## config.mk

```make
export PLATFORM = sky130hd
export DESIGN_NAME = diffclk_stop_ctl
export DESIGN_NICKNAME = d
export VERILOG_FILES = /design/src/rtl/diffclk_stop_ctl.sv
export SDC_FILE = /design/constraint.sdc
export NUM_CORES = 1
export LEC_CHECK = 0
export BUFFER_PORTS_ARGS = -buffer_cell sky130_fd_sc_hd__clkbuf_2
export CAP_MARGIN = 20
export CORE_MARGIN = 1.5
export CORE_UTILIZATION = 47
export DETAILED_ROUTE_END_ITERATION = 8
export MAX_ROUTING_LAYER = met4
export PLACE_DENSITY = 0.77
export SETUP_SLACK_MARGIN = 0.3
export SLEW_MARGIN = 20
export SYNTH_ARGS = -nofsm -noshare
export SYNTH_HDL_FRONTEND = slang
export SYNTH_SLANG_ARGS = --single-unit
```

## constraint.sdc

```tcl
create_clock -name clk -period 2 [get_ports clk]
set_clock_uncertainty 0.2 [all_clocks]
set_input_delay 0.5 -clock clk [delete_from_list [all_inputs] [get_ports clk]]
set_output_delay 0.5 -clock clk [all_outputs]
set_load 0.01 [all_outputs]
```

## src/rtl/diffclk_stop_ctl.sv

```systemverilog
module diffclk_stop_ctl #(
  parameter int NUM_OUT  = 8,
  parameter int LOCK_CYC = 64
) (
  input  logic               clk,
  input  logic               rst_n,
  input  logic               strap_pol,
  input  logic               pd_pin,
  input  logic [NUM_OUT-1:0] oe_pin,
  input  logic               stop_pin,
  input  logic               park_tri,
  output logic [NUM_OUT-1:0] pt_val,
  output logic [NUM_OUT-1:0] pt_oe,
  output logic [NUM_OUT-1:0] pc_val,
  output logic [NUM_OUT-1:0] pc_oe
);
  localparam int CW = $clog2(LOCK_CYC + 1);

  logic               cap, strap_q;
  logic [CW-1:0]      cnt;
  logic               s_m, s_a, s_b;
  logic [NUM_OUT-1:0] en_q, run_q;
  logic               pd_act, stop_act, conf, locked;
  logic [NUM_OUT-1:0] oe_act;

  assign pd_act   = strap_q ? pd_pin : ~pd_pin;
  assign stop_act = strap_q ? ~stop_pin : stop_pin;
  assign oe_act   = strap_q ? ~oe_pin : oe_pin;
  assign conf     = s_a & s_b;
  assign locked   = (cnt == CW'(LOCK_CYC));

  // complement rising edge: synchronizer stage plus two-sample filter, enable sampling
  always_ff @(negedge clk or negedge rst_n) begin
    if (!rst_n) begin
      s_m  <= 1'b0;
      s_a  <= 1'b0;
      s_b  <= 1'b0;
      en_q <= '0;
    end else begin
      s_m  <= pd_act;
      s_a  <= s_m;
      s_b  <= s_a;
      en_q <= oe_act & {NUM_OUT{~stop_act}};
    end
  end

  // complement falling edge: strap capture, lock wait, park/restart
  always_ff @(posedge clk or negedge rst_n) begin
    if (!rst_n) begin
      cap     <= 1'b0;
      strap_q <= 1'b0;
      cnt     <= '0;
      run_q   <= '0;
    end else begin
      if (!cap) begin
        cap     <= 1'b1;
        strap_q <= strap_pol;
        cnt     <= '0;
      end else if (conf) begin
        cnt <= '0;
      end else if (!locked) begin
        cnt <= cnt + 1'b1;
      end
      run_q <= en_q & {NUM_OUT{~conf & locked}};
    end
  end

  assign pt_val = (run_q & {NUM_OUT{clk}}) | ~run_q;
  assign pc_val = run_q & {NUM_OUT{~clk}};
  assign pt_oe  = run_q | {NUM_OUT{~park_tri}};
  assign pc_oe  = run_q;
endmodule

```

== Word level (Yosys, flattened, before mapping) ==
Cells that the tools add are included.
Word-level totals
  register bits after elaboration: 28
  logic and storage cells: 33
  input port bits: 14
Operators by class
  equal/unequal tests: 2
  add/subtract/negate cells: 1
  bitwise operators: 16
  muxes and demuxes: 6
Operators by type and width (count)
  AND 8 bit: 4
  2-to-1 mux 7 bit: 3
  inverter 8 bit: 2
  OR 8 bit: 2
  2-to-1 mux 8 bit: 1
  adder 7 x 1 -> 7 bit, second input constant: 1
  equality test 7 bit, second input constant: 1
  inverter 1 bit: 6
  != test 3 bit, second input constant: 1
  AND 1 bit: 2
  2-to-1 mux 1 bit: 2

== Depth between registers and ports, before layout ==
  depth in word-level cells: 4
  gate-level depth with buffers: 5
  gate-level depth less buffers: 4

==> results.sh <==
export IMPL_synth_top_area_cell="dfrtp_1"
export IMPL_syn_to_final_growth_pct=62.1
export IMPL_reg2reg_slack_ns=-0.25
export IMPL_cts_tree="yes"
export IMPL_port_buffers=45
export IMPL_r2r_end="cnt[0]"
export IMPL_design_area_um2=1980
export IMPL_route_detailed_drc=0
export IMPL_initialDrtViolationCount=5
export IMPL_vias_per_cell=5.09
export IMPL_antenna_found_initial=0
export IMPL_holdCritPathClass="input pin to asynchronous set/reset pin"
export IMPL_firstDrtPassIters=3
export IMPL_avgRoutedWirePerCell_um=14.4
export IMPL_gp_congestion=0.804
export IMPL_netlist_area_um2=1220
export IMPL_max_cap_violations=0
export IMPL_cp_arrival_ns=2.42
export IMPL_vias=1053
export IMPL_yosys_top_cells_area="dfrtp_1 (35%), dfrtn_1 (23%), nand2b_1 (8.2%)"
export IMPL_ys_seq_area_frac=0.574
export IMPL_grt_pass1_vias=1040
export IMPL_syn_inst=116
export IMPL_rsz0062_at_grt="true"
export IMPL_grt_pass1_wl_um=4110
export IMPL_track_usage=0.225
export IMPL_slew_violations=0
export IMPL_synth_seq_cells=28
export IMPL_final_setup_tns_ns=-6.57
export IMPL_ios=46
export IMPL_start_util=0.492
export IMPL_wl_met1_um=1090
export IMPL_power_density_nw_per_um2=824
export IMPL_setup_viol=40
export IMPL_gr_total_overflow=0
export IMPL_syn_avg_cell_area_um2=10.5
export IMPL_critPathKind="flop to flop"
export IMPL_drive_above_1_share=0.621
export IMPL_clock_latency_ns=0.43
export IMPL_num_rows=18
export IMPL_die_x_um=53.9
export IMPL_startpoint_type="flop"
export IMPL_p_leak_uw=0.00100
export IMPL_dp_hpwl_um=1710
export IMPL_clk_pin_slew_ns=0.14
export IMPL_n_antenna_cell=0
export IMPL_final_hold_violation_count=0
export IMPL_die_area_um2=2910
export IMPL_place_area_um2=1570
export IMPL_fp_dieH_um=53.9
export IMPL_reg2regPathDepth=3
export IMPL_synth_nets=132
export IMPL_max_vdd_ir_drop_uv=915
export IMPL_synth_top_area_share=0.349
export IMPL_top_layer_used="met4"
export IMPL_wl_met3_um=164
export IMPL_p_total_uw=1630
export IMPL_r2r_start="s_a"
export IMPL_grt_max_degree=16
export IMPL_failed_checks="setup timing"
export IMPL_worstPathMaxFanout=6
export IMPL_yosysWarningCount=0
export IMPL_wl_met2_um=1550
export IMPL_setup_slack_ns=-0.252
export IMPL_ys_types=24
export IMPL_ant_nets=0
export IMPL_fin_nets=193
export IMPL_cp_required_ns=2.17
export IMPL_drt_wl_total_um=2970
export IMPL_cp_end_kind="flop"
export IMPL_status="finished, violations left"
export IMPL_core_um2=2480
state kept, by name, indices dropped and copies added (netlist names):
signal / flops
cnt: 7
strap_q: 1
s_b: 1
pc_oe: 8
en_q: 8
cap: 1
s_m: 1
s_a: 1
routing by layer:
metal / up-vias / GRT usage
li1: 497 / -
met1: 491 / 0.214
met2: 44 / 0.301
met3: 21 / 0.0861
met4: 0 / 0.308
met5: - / -
report_power, final:
part	switching (uW)	internal (uW)	total (uW)	leakage (uW)
Combinational	80.1	69.5	150	0.000368
Clock	276	574	850	0.000265
Sequential	26.8	602	628	0.000367
Total	383	1250	1630	0.00100
worst max-delay path: stages (launching register included):
cell and delay [ns]:
dfrtn_1 0.38, nand2_2 0.10, and4b_2 0.31, mux2i_1 0.19
worst max-delay path by stage:
stage                     startpoint   endpoint  slack, ns  cells after the start
after floorplan                  s_a   pc_oe[0]      -0.25                      4
after global placement           s_a   pc_oe[0]      -0.22                      3
after detailed placement         s_a     cnt[0]      -0.28                      3
after CTS                        clk  pc_val[5]      -0.27                      5
after global routing             s_a     cnt[1]      -0.29                      3
final                            s_a     cnt[0]      -0.25                      3
timing repair:
| action | in CTS | in global routing |
|---|---|---|
| setup buffers | 2 | 1 |
| pin swaps | 7 | 2 |
| gates cloned | 1 | 0 |
| resized for setup | 20 | 70 |
| endpoints found under the hold margin | 2 | 0 |
| hold buffers | 1 | 0 |
| endpoints found under the setup margin | 64 | 64 |
layout make-up:
cell class | count | area (um2)
sequential | 28 | 703
multi-input combinational | 78 | 662
fill | 141 | 500
clock buffer | 25 | 277
timing repair buffer | 35 | 230
clock inverter | 9 | 60.1
tap | 30 | 37.5
inverter | 2 | 7.51
Yosys cell counts (all sizes together):
cell,instances
dfrtp,17
nand2,16
nand2b,16
dfrtn,11
o21ai,11
inv,10
and2,8
nand3,3
nand3b,3
nor2,3
ha,2
mux2i,2
or3,2
xor2,2
a211oi,1
a21boi,1
a21oi,1
and4b,1
buf,1
conb,1
mux2,1
nor2b,1
nor4b,1
xnor2,1
placed cells by master (no fill, tap or decap), types with 2 or more instances in the layout:
master | synthesis | final
buf_6 | 1 | 22
dfrtp_1 | 17 | 15
clkbuf_2 | 0 | 13
nand2b_4 | 0 | 12
dfrtn_1 | 11 | 11
buf_2 | 0 | 10
inv_2 | 0 | 8
nand2_1 | 16 | 8
nand2_2 | 0 | 6
buf_4 | 0 | 6
and2_4 | 0 | 5
o21ai_2 | 0 | 5
nand2b_1 | 16 | 4
o21ai_1 | 0 | 4
clkbuf_4 | 0 | 4
and2_1 | 8 | 3
nand3b_1 | 3 | 3
nand3_1 | 3 | 3
buf_8 | 0 | 3
inv_1 | 10 | 2
and4b_2 | 1 | 2
nand2_4 | 0 | 2
o21ai_0 | 11 | 2
or3_1 | 2 | 2
xor2_1 | 2 | 2
mux2i_1 | 2 | 2
ha_1 | 2 | 2
dfrtp_2 | 0 | 2
cell families after synthesis:
group	count (synthesis)	synth area share
adder cells (fa/ha/maj)	2	0.0205
multiplexers	3	0.0256
other	1	0.00307
AO/OA/AOI/OAI	14	0.0656
XOR/XNOR	3	0.0215
buffers and inverters	11	0.0400
AND/OR/NAND/NOR	54	0.249
flip-flops	28	0.574
metrics by stage:
stage                     std cells   util  hold WS (ns)  setup slack (ns)
final                           207  0.798        0.0255            -0.252
after global routing            207  0.798        0.0595            -0.288
after CTS                       206  0.722        0.0187            -0.272
after detailed placement        193  0.634         0.109            -0.277
after global placement          193  0.634        0.0985            -0.223
after floorplan                 116      -       0.00441            -0.255
Note: power is estimated with default switching activity, not from simulation.
